### config.mk
export PLATFORM = sky130hd
export DESIGN_NAME = trng_ctrl
export DESIGN_NICKNAME = d
export VERILOG_FILES = /design/src/rtl/trng_ctrl_pkg.sv /design/src/rtl/trng_ctrl_regs.sv /design/src/rtl/trng_sample_timer.sv /design/src/rtl/trng_collector.sv /design/src/rtl/trng_ctrl.sv
export SDC_FILE = /design/constraint.sdc
export NUM_CORES = 1
export LEC_CHECK = 0
export CORE_MARGIN = 2
export CORE_UTILIZATION = 50
export CTS_BUF_LIST = sky130_fd_sc_hd__clkbuf_4 sky130_fd_sc_hd__clkbuf_8 sky130_fd_sc_hd__clkbuf_16
export DETAILED_ROUTE_END_ITERATION = 10
export DONT_BUFFER_PORTS = 1
export PLACE_DENSITY_LB_ADDON = 0.1
export SYNTH_ARGS = -nofsm -noshare
export SYNTH_HDL_FRONTEND = slang
export SYNTH_HIERARCHICAL = 1
export SYNTH_SLANG_ARGS = --single-unit
### constraint.sdc
create_clock -name clk -period 5.05 [get_ports clk]
set_clock_uncertainty 0.15 [all_clocks]
set_input_delay 0 -clock clk [delete_from_list [all_inputs] [get_ports clk]]
set_output_delay 0 -clock clk [all_outputs]
set_load 0.02 [all_outputs]
### src/rtl/trng_ctrl_pkg.sv
package trng_ctrl_pkg;

    localparam logic [11:0] OFF_SRST = 12'h004;
    localparam logic [11:0] OFF_CTL  = 12'h400;
    localparam logic [11:0] OFF_SCNT = 12'h404;
    localparam logic [11:0] OFF_DATA = 12'h410;

    localparam int CTL_BITS = 6;
    localparam int SRST_BIT = 1;

    typedef struct packed {
        logic [1:0] len;
        logic [1:0] ring;
        logic       en;
        logic       start;
    } ctl_t;

    localparam ctl_t CTL_RST = '0;

endpackage

### src/rtl/trng_ctrl_regs.sv
module trng_ctrl_regs
    import trng_ctrl_pkg::*;
#(
    parameter int DATA_W   = 32,
    parameter int CNT_W    = 16,
    parameter int SCNT_RST = 100
) (
    input  logic              clk,
    input  logic              rst_n,
    input  logic              wr_ctl,
    input  logic              wr_scnt,
    input  logic              soft_rst,
    input  logic [DATA_W-1:0] wdata,
    input  logic              done,
    output ctl_t              ctl,
    output logic [CNT_W-1:0]  scnt,
    output logic              start_pulse
);

    localparam int MASK_LSB = DATA_W / 2;

    typedef struct packed {
        ctl_t             ctl;
        logic [CNT_W-1:0] scnt;
    } regs_t;

    localparam regs_t REGS_RST = '{ctl: CTL_RST, scnt: CNT_W'(SCNT_RST)};

    regs_t st_d, st_q;
    ctl_t  base, wmask, wval;
    logic  pulse_d;
    logic  unused_wdata;

    assign unused_wdata = ^wdata;

    always_comb begin
        st_d    = st_q;
        base    = st_q.ctl;
        wmask   = ctl_t'(wdata[MASK_LSB +: CTL_BITS]);
        wval    = ctl_t'(wdata[CTL_BITS-1:0]);
        pulse_d = 1'b0;

        // a start left standing without enable drops on the next clock
        if (!st_q.ctl.en) begin
            base.start = 1'b0;
        end

        st_d.ctl = base;
        if (wr_ctl) begin
            st_d.ctl = ctl_t'((base & ~wmask) | (wval & wmask));
            pulse_d  = wmask.start && wval.start && !base.start && st_d.ctl.en;
        end

        // completion always wins on the start bit
        if (done) begin
            st_d.ctl.start = 1'b0;
        end

        if (wr_scnt) begin
            st_d.scnt = wdata[CNT_W-1:0];
        end

        if (soft_rst) begin
            st_d    = REGS_RST;
            pulse_d = 1'b0;
        end
    end

    always_ff @(posedge clk or negedge rst_n) begin
        if (!rst_n) begin
            st_q <= REGS_RST;
        end else begin
            st_q <= st_d;
        end
    end

    assign ctl         = st_q.ctl;
    assign scnt        = st_q.scnt;
    assign start_pulse = pulse_d;

endmodule

### src/rtl/trng_sample_timer.sv
module trng_sample_timer #(
    parameter int CNT_W = 16
) (
    input  logic             clk,
    input  logic             rst_n,
    input  logic             busy,
    input  logic [CNT_W-1:0] period,
    output logic             sample
);

    typedef struct packed {
        logic [CNT_W-1:0] tick;
    } tmr_t;

    tmr_t             st_d, st_q;
    logic [CNT_W-1:0] last;
    logic             sample_d;

    always_comb begin
        st_d     = st_q;
        sample_d = 1'b0;
        last     = (period == '0) ? '0 : period - 1'b1;

        if (!busy) begin
            st_d.tick = '0;
        end else if (st_q.tick >= last) begin
            st_d.tick = '0;
            sample_d  = 1'b1;
        end else begin
            st_d.tick = st_q.tick + 1'b1;
        end
    end

    always_ff @(posedge clk or negedge rst_n) begin
        if (!rst_n) begin
            st_q <= '0;
        end else begin
            st_q <= st_d;
        end
    end

    assign sample = sample_d;

endmodule

### src/rtl/trng_collector.sv
module trng_collector #(
    parameter int DATA_W  = 32,
    parameter int N_WORDS = 8
) (
    input  logic                           clk,
    input  logic                           rst_n,
    input  logic                           clear,
    input  logic                           sample,
    input  logic                           bit_in,
    input  logic [1:0]                     len,
    output logic [N_WORDS-1:0][DATA_W-1:0] words,
    output logic                           done
);

    localparam int TOTAL  = DATA_W * N_WORDS;
    localparam int SEG    = TOTAL / 4;
    localparam int CNT_W  = $clog2(TOTAL) + 1;
    localparam int BIDX_W = $clog2(DATA_W);
    localparam int WIDX_W = $clog2(N_WORDS);

    typedef struct packed {
        logic [N_WORDS-1:0][DATA_W-1:0] words;
        logic [CNT_W-1:0]               cnt;
    } col_t;

    col_t             st_d, st_q;
    logic [CNT_W-1:0] target;
    logic [CNT_W-1:0] next_cnt;
    logic             done_d;

    always_comb begin
        st_d     = st_q;
        done_d   = 1'b0;
        target   = CNT_W'(SEG) * (CNT_W'(len) + CNT_W'(1));
        next_cnt = st_q.cnt + 1'b1;

        if (clear) begin
            st_d = '0;
        end else if (sample) begin
            if (st_q.cnt < CNT_W'(TOTAL)) begin
                st_d.words[st_q.cnt[BIDX_W +: WIDX_W]][st_q.cnt[BIDX_W-1:0]] = bit_in;
                st_d.cnt = next_cnt;
            end
            done_d = (next_cnt >= target);
        end
    end

    always_ff @(posedge clk or negedge rst_n) begin
        if (!rst_n) begin
            st_q <= '0;
        end else begin
            st_q <= st_d;
        end
    end

    assign words = st_q.words;
    assign done  = done_d;

endmodule

### src/rtl/trng_ctrl.sv
module trng_ctrl
    import trng_ctrl_pkg::*;
#(
    parameter int ADDR_W   = 12,
    parameter int DATA_W   = 32,
    parameter int N_WORDS  = 8,
    parameter int CNT_W    = 16,
    parameter int SCNT_RST = 100
) (
    input  logic              clk,
    input  logic              rst_n,
    input  logic              reg_en,
    input  logic              reg_wr,
    input  logic [ADDR_W-1:0] reg_addr,
    input  logic [DATA_W-1:0] reg_wdata,
    output logic [DATA_W-1:0] reg_rdata,
    input  logic              entropy_bit,
    output logic [1:0]        ring_sel
);

    localparam int WIDX_W = $clog2(N_WORDS);
    localparam int WCNT_W = WIDX_W + 1;
    localparam int STEP   = DATA_W / 8;

    localparam logic [ADDR_W-1:0] A_SRST  = ADDR_W'(OFF_SRST);
    localparam logic [ADDR_W-1:0] A_CTL   = ADDR_W'(OFF_CTL);
    localparam logic [ADDR_W-1:0] A_SCNT  = ADDR_W'(OFF_SCNT);
    localparam logic [ADDR_W-1:0] A_DATA  = ADDR_W'(OFF_DATA);
    localparam logic [ADDR_W-1:0] A_DEND  = ADDR_W'(OFF_DATA + STEP * N_WORDS);

    logic                           wr_ctl, wr_scnt, soft_rst;
    ctl_t                           ctl_q;
    logic [CNT_W-1:0]               scnt_q;
    logic                           start_pulse;
    logic                           busy;
    logic                           sample;
    logic                           done;
    logic [N_WORDS-1:0][DATA_W-1:0] words;
    logic [N_WORDS-1:0][DATA_W-1:0] vis;
    logic [WCNT_W-1:0]              n_vis;
    logic [ADDR_W-1:0]              data_off;
    logic [DATA_W-1:0]              rdata_d;

    assign wr_ctl   = reg_en && reg_wr && (reg_addr == A_CTL);
    assign wr_scnt  = reg_en && reg_wr && (reg_addr == A_SCNT);
    assign soft_rst = reg_en && reg_wr && (reg_addr == A_SRST) && reg_wdata[SRST_BIT];
    assign busy     = ctl_q.start && ctl_q.en;

    trng_ctrl_regs #(
        .DATA_W   (DATA_W),
        .CNT_W    (CNT_W),
        .SCNT_RST (SCNT_RST)
    ) u_regs (
        .clk         (clk),
        .rst_n       (rst_n),
        .wr_ctl      (wr_ctl),
        .wr_scnt     (wr_scnt),
        .soft_rst    (soft_rst),
        .wdata       (reg_wdata),
        .done        (done),
        .ctl         (ctl_q),
        .scnt        (scnt_q),
        .start_pulse (start_pulse)
    );

    trng_sample_timer #(
        .CNT_W (CNT_W)
    ) u_timer (
        .clk    (clk),
        .rst_n  (rst_n),
        .busy   (busy),
        .period (scnt_q),
        .sample (sample)
    );

    trng_collector #(
        .DATA_W  (DATA_W),
        .N_WORDS (N_WORDS)
    ) u_col (
        .clk    (clk),
        .rst_n  (rst_n),
        .clear  (start_pulse || soft_rst),
        .sample (sample),
        .bit_in (entropy_bit),
        .len    (ctl_q.len),
        .words  (words),
        .done   (done)
    );

    // words past the selected length are hidden, not erased
    assign n_vis = (WCNT_W'(ctl_q.len) + WCNT_W'(1)) * WCNT_W'(N_WORDS / 4);

    for (genvar w = 0; w < N_WORDS; w++) begin : g_vis
        assign vis[w] = (WCNT_W'(w) < n_vis) ? words[w] : '0;
    end

    assign data_off = reg_addr - A_DATA;

    always_comb begin
        rdata_d = '0;
        if (reg_en && !reg_wr && (reg_addr[1:0] == 2'b00)) begin
            if (reg_addr == A_CTL) begin
                rdata_d = DATA_W'(ctl_q);
            end else if (reg_addr == A_SCNT) begin
                rdata_d = DATA_W'(scnt_q);
            end else if (reg_addr >= A_DATA && reg_addr < A_DEND) begin
                rdata_d = vis[data_off[2 +: WIDX_W]];
            end
        end
    end

    assign reg_rdata = rdata_d;
    assign ring_sel  = ctl_q.ring;

endmodule

==> results of run 1 <==
[area by class of cell]
type | count | share of cell area [%]
tap | 511 | 3.28
multi-input combinational | 1438 | 45.5
clock inverter | 9 | 0.397
clock buffer | 56 | 5.86
sequential | 303 | 38.9
timing repair buffer | 106 | 5.90
inverter | 12 | 0.231
[flip-flops by register name (all words and copies together), names as in the netlist]
register      flops
u_regs/scnt      16
u_regs/ctl        6
u_timer/st_q     16
u_col/words     256
u_col/st_q        9
[cell families (layout without fill, tap and decap cells)]
logic type	after synthesis	in the layout	share of synthesized area, %
AOI/OAI and AO/OA	675	675	19.3
and+or+nand+nor	557	557	15.7
xor gates and xnor gates	33	33	1.51
adders and majority gates	28	28	1.83
muxes	145	145	7.58
buffers and inverters	443	183	14.5
DFF	303	303	39.6
[what timing repair did]
action | in CTS | in global routing
resized for setup | 0 | 2
hold endpoints to repair | 581 | 303
endpoints found under the setup margin | 0 | 86
[synthesized netlist by cell type (22+ instances only)]
master    instances
o21ai_0         248
nand3_1         294
buf_2            52
o22ai_1          32
o21ai_1          52
buf_4           266
ha_1             28
nor3_1           22
dfrtp_1         300
o221ai_1         33
clkbuf_1         98
nand2_1          52
a21oi_1         271
nor2_1           64
mux2i_1         145
[where the power goes]
group / leakage [nW] / internal (mW) / switching (mW)
clock: 0.621 / 1.61 / 1.08
sequential: 2.84 / 2.43 / 0.00436
combinational: 3.15 / 0.0700 / 0.0827
total: 6.61 / 4.12 / 1.17
[worst register-to-register path, delay by kind of cell, from the launching register on]
family                   cells  cell delay (ps)
AO/OA/AOI/OAI                5             1000
buffers and inverters        2              360
multiplexers                 1              140
adder cells (fa/ha/maj)      2              520
flip-flops                   1              430
AND/OR/NAND/NOR              6             2100
[metrics by stage]
step                      setup slack [ps]  std cells  area, sq um  power [mW]  util, %
final                                  215       2435        19500        5.28     51.8
after global routing                 -10.0       2435        19500        5.44     51.8
after CTS                              242       2435        19500        5.32     51.8
after detailed placement               239       2305        17600        2.58     46.8
after global placement                 364       2305        17600        2.58     46.8
after floorplan                        797       2184        19200        2.63        -
[worst max-delay path by stage]
stage	endpoint	cells past startpoint	start
after global routing	u_col/words[134]	17	u_regs/scnt[1]
after detailed placement	u_col/words[197]	16	u_regs/scnt[1]
after CTS	u_col/words[197]	16	u_regs/scnt[1]
final	u_col/words[197]	16	u_regs/scnt[1]
after floorplan	u_col/words[221]	17	u_regs/scnt[0]
after global placement	u_col/words[197]	16	u_regs/scnt[1]
[per-layer routing]
layer | GRT usage, % | vias to the layer above | wire, microns
li1 | - | 7015 | -
met1 | 43.2 | 7811 | 25600
met2 | 47.2 | 721 | 27700
met3 | 4.71 | 132 | 4980
met4 | 11.4 | 0 | 2040
met5 | 0 | - | 0
==> results.json, run 1 <==
{
  "ys_top_cells_by_area": "dfrtp_1 39%, buf_4 10%, nand3_1 7.7%, mux2i_1 7.6%, a21oi_1 7.1%",
  "fin_hold_ws_ps": -986,
  "port_buffers": 0,
  "reg2reg_from": "u_regs/scnt[1]",
  "ys_warn_count": 6,
  "endpoint_kind": "flop",
  "cts_max_path_buffers": 3,
  "diodes": 0,
  "synth_edf_count": 0,
  "synth_top_area_share_pct": 39.2,
  "synthToLayoutAreaGrowth_pct": 1.90,
  "nets": 1974,
  "ir_drop_mv": 0.225,
  "die_area_sq_mm": 0.0399,
  "nFillCells": 3579,
  "seq_area_frac_synth_pct": 39.6,
  "p_leak_nw": 6.61,
  "arrival_ps": 5090,
  "rows": 71,
  "critPathKind": "reg -> reg",
  "tightestPinTransition_ps": 1250,
  "die_h_microns": 200,
  "syn_area_sq_mm": 0.0192,
  "status": "finished with violations",
  "start_kind": "flop",
  "numCtsBuffers": 36,
  "max_stage_delay_ps": 720,
  "first_iter_violations": 1672,
  "rr_worst_depth": 16,
  "min_path_type": "in -> async",
  "netlist.top_cell.by_area": "dfrtp_1",
  "htree_num_levels": 2,
  "cts_tree": "done",
  "hold_buffers": 65,
  "via_per_inst": 6.44,
  "mappedNetlistNets": 2261,
  "syn_avg_cell_area_sq_um": 8.77,
  "cpMostUsedCell": "ha_1",
  "yosys.cell_types.count": 77,
  "fin_tns_setup_ps": 0,
  "seq_area_sq_mm": 0.00759,
  "grt_pass1_vias": 15164,
  "ios": 83,
  "vias": 15679,
  "drv_slew": 0,
  "crit_buf_inv": 2,
  "drc": 0,
  "grt_overflow": 0,
  "path_delay_family": "simple AND/OR/NAND/NOR gates",
  "path_clk_slew_ps": 60,
  "final_cell_mix": "300 x dfrtp_1, 293 x nand3_1, 271 x a21oi_1",
  "clock_sinks": 303,
  "grt.total_usage_pct": 30.5,
  "synthCells": 2184,
  "first_pass_iters": 5,
  "maxSlewHeadroom_pct": 16.4,
  "drt-total-wl_microns": 60300,
  "slowest_stage": "or4b_2",
  "chipWidth_microns": 200,
  "fin_crit_sh_pct": 95.7,
  "reg2reg_slack_ps": 220,
  "ys_seq_elements": 303,
  "grt_pass1_wl_microns": 92900,
  "cts-root-buf": "clkbuf_16",
  "antenna_found_initial": 0,
  "multiInputGateArea_sq_mm": 0.00888,
  "min_period_ps": 4830,
  "drive_gt1_share_pct": 8.99,
  "timing.fmax_mhz": 207,
  "dp_hpwl_microns": 32500,
  "start_util_pct": 50.9,
  "detail-route-antenna-nets": 0,
  "async_reset_ff_share_pct": 100,
  "power-per-cell-area_mw_per_mm2": 271,
  "drv_cap": 0,
  "core_area_sq_mm": 0.0377,
  "clk_latency_ps": 550,
  "r2r-end": "u_col/words[197]",
  "critPathRequiredTime_ps": 5300,
  "setup_viol": 0,
  "critPathMaxFanout": 10,
  "grt_max_degree": 304,
  "wl_per_cell_microns": 24.8,
  "crit_chain": "inv_1 > ha_1 > or4b_2 > nor4_4 > nand2_1 > mux2i_1 > ha_1 > and4_1 > o2111ai_1 > o31ai_1 > o21a_2 > nand3_2 > or3_2 > buf_4 > o21ai_1 > a21oi_1",
  "place_congestion": 0.821,
  "synth_ff_type": "dfrtp_1",
  "violations": "hold timing",
  "final_common_cell": "dfrtp_1",
  "cts_setup_buffers": 0,
  "finalHoldViolCount": 362
}
Note: power is estimated with default switching activity, not from simulation.
==> run 2: changes to the inputs <==
clock period = 4.9 ns   (was 5.05 ns; I/O delays follow)
==> run 2 against run 1 <==
Against the previous run:
- the run still ends with hold timing left
- global-route usage down 0.26 points
- sequential power up 3%
- utilization down 0.23 points
- maximum frequency up 3.2%
- register-to-register slack about the same
- clock power about the same
- routed wire length down 1.1%
- count of clock-buffer cells in the layout down 1
- worst hold slack worse by 35 ps
- non-clock buffer count down 3
- combinational power up 5%
- sequential share of layout area up 0.17 points
- critical path type unchanged
- critical endpoint is now u_col/words[198]
==> results.json, run 2 (synthesis results as in run 1) <==
{
  "critPathMaxFanout": 20,
  "placed_cells": 2307,
  "combPwrFrac_pct": 3.0,
  "stdcell_count": 2426,
  "detail-route-antenna-nets": 0,
  "diodes": 0,
  "finalInstanceArea_sq_mm": 0.0194,
  "fin_hold_ws_ps": -1020,
  "clock_sinks": 303,
  "start_kind": "flop",
  "drt-total-wl_microns": 59700,
  "core_area_sq_mm": 0.0377,
  "p_int_mw": 4.20,
  "clk_latency_ps": 560,
  "dp_hpwl_microns": 32600,
  "largest_reg_flops": 256,
  "dpl_cell_area_sq_mm": 0.0176,
  "ir_drop_mv": 0.239,
  "antenna_found_initial": 0,
  "swShare_pct": 22.0,
  "arrival_ps": 4960,
  "slowest_stage": "or4b_2",
  "final_common_cell": "dfrtp_1",
  "pwr-share-seq_pct": 46.7,
  "max_stage_delay_ps": 720,
  "critPathRequiredTime_ps": 5170,
  "nFillCells": 3621,
  "grt_pass1_wl_microns": 91800,
  "wl_per_cell_microns": 24.6,
  "rows": 71,
  "grt.total_usage_pct": 30.3,
  "start_util_pct": 50.9,
  "die_h_microns": 200,
  "switchingPower_mw": 1.18,
  "vias": 15495,
  "synthToLayoutAreaGrowth_pct": 1.46,
  "numCtsBuffers": 37,
  "p_leak_nw": 6.54,
  "ios": 83,
  "drv_cap": 0,
  "final_cell_mix": "300 x dfrtp_1, 293 x nand3_1, 271 x a21oi_1",
  "power.share.clock_pct": 50.3,
  "path_clk_slew_ps": 60,
  "place_congestion": 0.835,
  "drive_gt1_share_pct": 8.77,
  "cts_tree": "done",
  "maxSlewHeadroom_pct": 24.6,
  "endpoint_kind": "flop",
  "die_area_sq_mm": 0.0399,
  "htree_num_levels": 2,
  "drc": 0,
  "cts_max_path_buffers": 3,
  "timing.fmax_mhz": 214,
  "cpMostUsedCell": "ha_1",
  "grt_max_degree": 304,
  "finalHoldViolCount": 303,
  "setup_viol": 0,
  "chipWidth_microns": 200,
  "grt_pass1_vias": 15215,
  "critPathKind": "reg -> reg",
  "grt_overflow": 0,
  "port_buffers": 0,
  "first_iter_violations": 1681,
  "cts-root-buf": "clkbuf_16",
  "seq_area_sq_mm": 0.00759,
  "nets": 1972,
  "fin_crit_sh_pct": 95.6,
  "min_period_ps": 4680,
  "power-per-cell-area_mw_per_mm2": 277,
  "drv_slew": 0,
  "first_pass_iters": 6,
  "status": "finished with violations",
  "violations": "hold timing",
  "multiInputGateArea_sq_mm": 0.00887,
  "crit_chain": "inv_1 > ha_1 > or4b_2 > nor4_4 > nand2_1 > mux2i_1 > ha_1 > and4_1 > o2111ai_1 > o31ai_1 > o21a_2 > nand3_2 > or3_2 > buf_4 > o21ai_1 > a21oi_1",
  "via_per_inst": 6.39,
  "hold_buffers": 60,
  "tightestPinTransition_ps": 1130,
  "min_path_type": "in -> async"
}
==> run 2: changes by cell type in the layout (fill, tap and decap cells not counted), moves of 2 or more <==
cell | previous run | this run
clkbuf_16 | 37 | 39
clkbuf_8 | 12 | 9
clkinv_2 | 6 | 3
dlygate4sd3_1 | 64 | 59
buf_4 | 27 | 29
==> run 2: metal layers <==
metal	track usage [%]	part of all wire (%)
met5	0	0
met4	11.6	3.4
met3	4.73	7.1
met2	48.7	47
met1	41.2	43
==> run 2: layout make-up <==
cell class              instances  area share, %
multi-input cells            1438           45.6
flip-flops and latches        303           39.0
clock buffers                  55           5.93
repair buffers                103           5.74
well taps                     511           3.29
inverters                      12          0.232
clock inverters                 4          0.122
==> run 2: worst paths after layout <==
path                               endpoint  slack (ps)  cells after the start             start
max                        u_col/words[198]         220                     16    u_regs/scnt[0]
min                        u_timer/st_q[14]       -1020                      0             rst_n
max reg2reg                u_col/words[198]         220                     16    u_regs/scnt[0]
min reg2reg                u_col/words[188]         390                      2  u_col/words[188]
max in group asynchronous  u_col/words[249]        5190                      0             rst_n
min in group clk               reg_rdata[5]          80                      3       reg_addr[1]
==> run 2: what timing repair did <==
action | CTS | global route
setup buffers | 0 | 0
gates resized for setup | 0 | 1
hold endpoints to repair | 589 | 303
setup endpoints to repair | 0 | 82
==> run 2: power groups by stage <==
stage	Clock, mW	Combinational (mW)	Sequential, mW
finish	2.71	0.160	2.51
global route	2.86	0.169	2.51
CTS	2.76	0.155	2.51
detailed placement	0	0.100	2.56
global placement	0	0.0994	2.56
floorplan	0	0.151	2.56
==> run 2: stage by stage <==
stage | util, % | total power [mW] | TNS [ps] | setup WS [ps] | hold slack, ps
2_1_floorplan | - | 2.71 | 0 | 647 | -446
3_3_place_gp | 46.8 | 2.66 | 0 | 203 | -439
3_5_place_dp | 46.8 | 2.66 | 0 | 137 | -438
4_1_cts | 51.6 | 5.43 | 0 | 121 | -1040
5_1_grt | 51.6 | 5.55 | -15.6 | -8.76 | -1040
6_report | 51.6 | 5.38 | 0 | 217 | -1020
==> run 2: critical path: cells and delay by family (launching register included) <==
kind / cells / cell delay [ps]
fa+ha+maj: 2 / 520
simple gates: 6 / 1930
buf+inv: 2 / 350
flops: 1 / 370
mux: 1 / 150
compound gates: 5 / 1040
==> run 3: changes to the inputs <==
MAX_ROUTING_LAYER = met4   (was not set)
==> run 3 against run 2 <==
Against the previous run:
- the run still ends with hold timing left
- register-to-register slack better by 20 ps
- maximum frequency is 0.43% higher
- die area stayed put
- power hardly changed
- critical endpoint unchanged
==> results.json, run 3 (synthesis results as in run 1) <==
{
  "p_int_mw": 4.20,
  "finalHoldViolCount": 303,
  "rr_worst_depth": 16,
  "total_power_mw": 5.38,
  "critPathRequiredTime_ps": 5170,
  "start_kind": "flop",
  "arrival_ps": 4940,
  "detail-route-antenna-nets": 0,
  "setup_slack_ps": 237,
  "finalInstanceArea_sq_mm": 0.0194,
  "pwr-share-seq_pct": 46.7,
  "switchingPower_mw": 1.19,
  "grt_max_degree": 304,
  "path_clk_slew_ps": 60,
  "grt_pass1_wl_microns": 91700,
  "nFillCells": 3621,
  "grt_overflow": 0,
  "fin_hold_ws_ps": -1020,
  "p_leak_nw": 6.54,
  "grt.total_usage_pct": 31.2,
  "crit_chain": "inv_1 > ha_1 > or4b_2 > nor4_4 > nand2_1 > mux2i_1 > ha_1 > and4_1 > o2111ai_1 > o31ai_1 > o21a_2 > nand3_2 > or3_2 > buf_4 > o21ai_1 > a21oi_1",
  "clock_sinks": 303,
  "setup_viol": 0,
  "tightestPinTransition_ps": 1110,
  "cts_tree": "done",
  "dp_hpwl_microns": 32600,
  "crit_buf_inv": 2,
  "ios": 83,
  "start_util_pct": 50.9,
  "slowest_stage": "or4b_2",
  "ir_drop_mv": 0.239,
  "startpoint": "u_regs/scnt[0]",
  "nets": 1972,
  "synthToLayoutAreaGrowth_pct": 1.46,
  "combPwrFrac_pct": 3.0,
  "placed_cells": 2307,
  "htree_num_levels": 2,
  "place_congestion": 0.849,
  "cpMostUsedCell": "ha_1",
  "status": "finished with violations",
  "first_pass_iters": 6,
  "drive_gt1_share_pct": 8.77,
  "max_stage_delay_ps": 720,
  "numCtsBuffers": 37,
  "core_area_sq_mm": 0.0377,
  "cp.depth": 16,
  "cts-root-buf": "clkbuf_16",
  "wl_per_cell_microns": 24.6,
  "cts_setup_buffers": 0,
  "chipWidth_microns": 200,
  "power.share.clock_pct": 50.3,
  "clk_latency_ps": 560,
  "drc": 0,
  "path_delay_family": "simple AND/OR/NAND/NOR gates",
  "drv_cap": 0,
  "final_common_cell": "dfrtp_1",
  "critPathMaxFanout": 20,
  "drt-total-wl_microns": 59800,
  "fin_tns_setup_ps": 0,
  "reg2reg_from": "u_regs/scnt[0]",
  "final_util_pct": 51.6,
  "largest_reg_flops": 256,
  "via_per_inst": 6.40,
  "diodes": 0,
  "swShare_pct": 22.0,
  "antenna_found_initial": 0,
  "maxSlewHeadroom_pct": 25.8,
  "port_buffers": 0,
  "cts_max_path_buffers": 3,
  "die_h_microns": 200,
  "critPathKind": "reg -> reg",
  "pre_cts_ws_ps": 137,
  "violations": "hold timing",
  "dpl_cell_area_sq_mm": 0.0176,
  "stdcell_count": 2426,
  "vias": 15519,
  "first_iter_violations": 1656,
  "grt_pass1_vias": 15233,
  "final_cell_mix": "300 x dfrtp_1, 293 x nand3_1, 271 x a21oi_1",
  "fin_crit_sh_pct": 95.2,
  "die_area_sq_mm": 0.0399,
  "min_period_ps": 4660,
  "rows": 71,
  "power-per-cell-area_mw_per_mm2": 277,
  "min_path_type": "in -> async",
  "hold_buffers": 60,
  "drv_slew": 0,
  "endpoint_kind": "flop",
  "timing.fmax_mhz": 214
}
## run 3: cell counts in the layout (fill, tap and decap cells not counted)
No cell type changed its count.
## run 3: repair_timing
item / 4_1_cts / 5_1_grt
setup endpoints to repair: 0 / 80
gates resized for setup: 0 / 1
hold endpoints to repair: 589 / 303
## run 3: final cells by class
| type | count | area [sq um] | area share, % |
|---|---|---|---|
| repair buffers | 103 | 1120 | 5.74 |
| flip-flops and latches | 303 | 7590 | 39.0 |
| multi-input cells | 1438 | 8870 | 45.6 |
| inverters | 12 | 45.0 | 0.232 |
| clock buffers | 55 | 1150 | 5.93 |
| well taps | 511 | 639 | 3.29 |
| clock inverters | 4 | 23.8 | 0.122 |
## run 3: worst paths after layout
kind	endpoint	slack [ps]
max	u_col/words[198]	240
min	u_timer/st_q[13]	-1020
max reg2reg	u_col/words[198]	240
min reg2reg	u_col/words[38]	390
max in group asynchronous	u_col/words[190]	5030
min in group clk	reg_rdata[5]	80
## run 3: routing by layer
metal | part of all wire (%) | up-vias | track usage, %
met4 | 3.2 | 0 | 11.6
met3 | 7.1 | 126 | 4.66
met5 | 0 | - | -
met1 | 43 | 7744 | 41.1
met2 | 47 | 638 | 48.8
li1 | - | 7011 | -
## run 3: power groups by stage
stage	clock network [mW]	logic (mW)	registers [mW]
after floorplan	0	0.151	2.56
after global placement	0	0.0994	2.56
after detailed placement	0	0.100	2.56
after CTS	2.76	0.155	2.51
after global routing	2.87	0.168	2.51
final	2.71	0.160	2.51
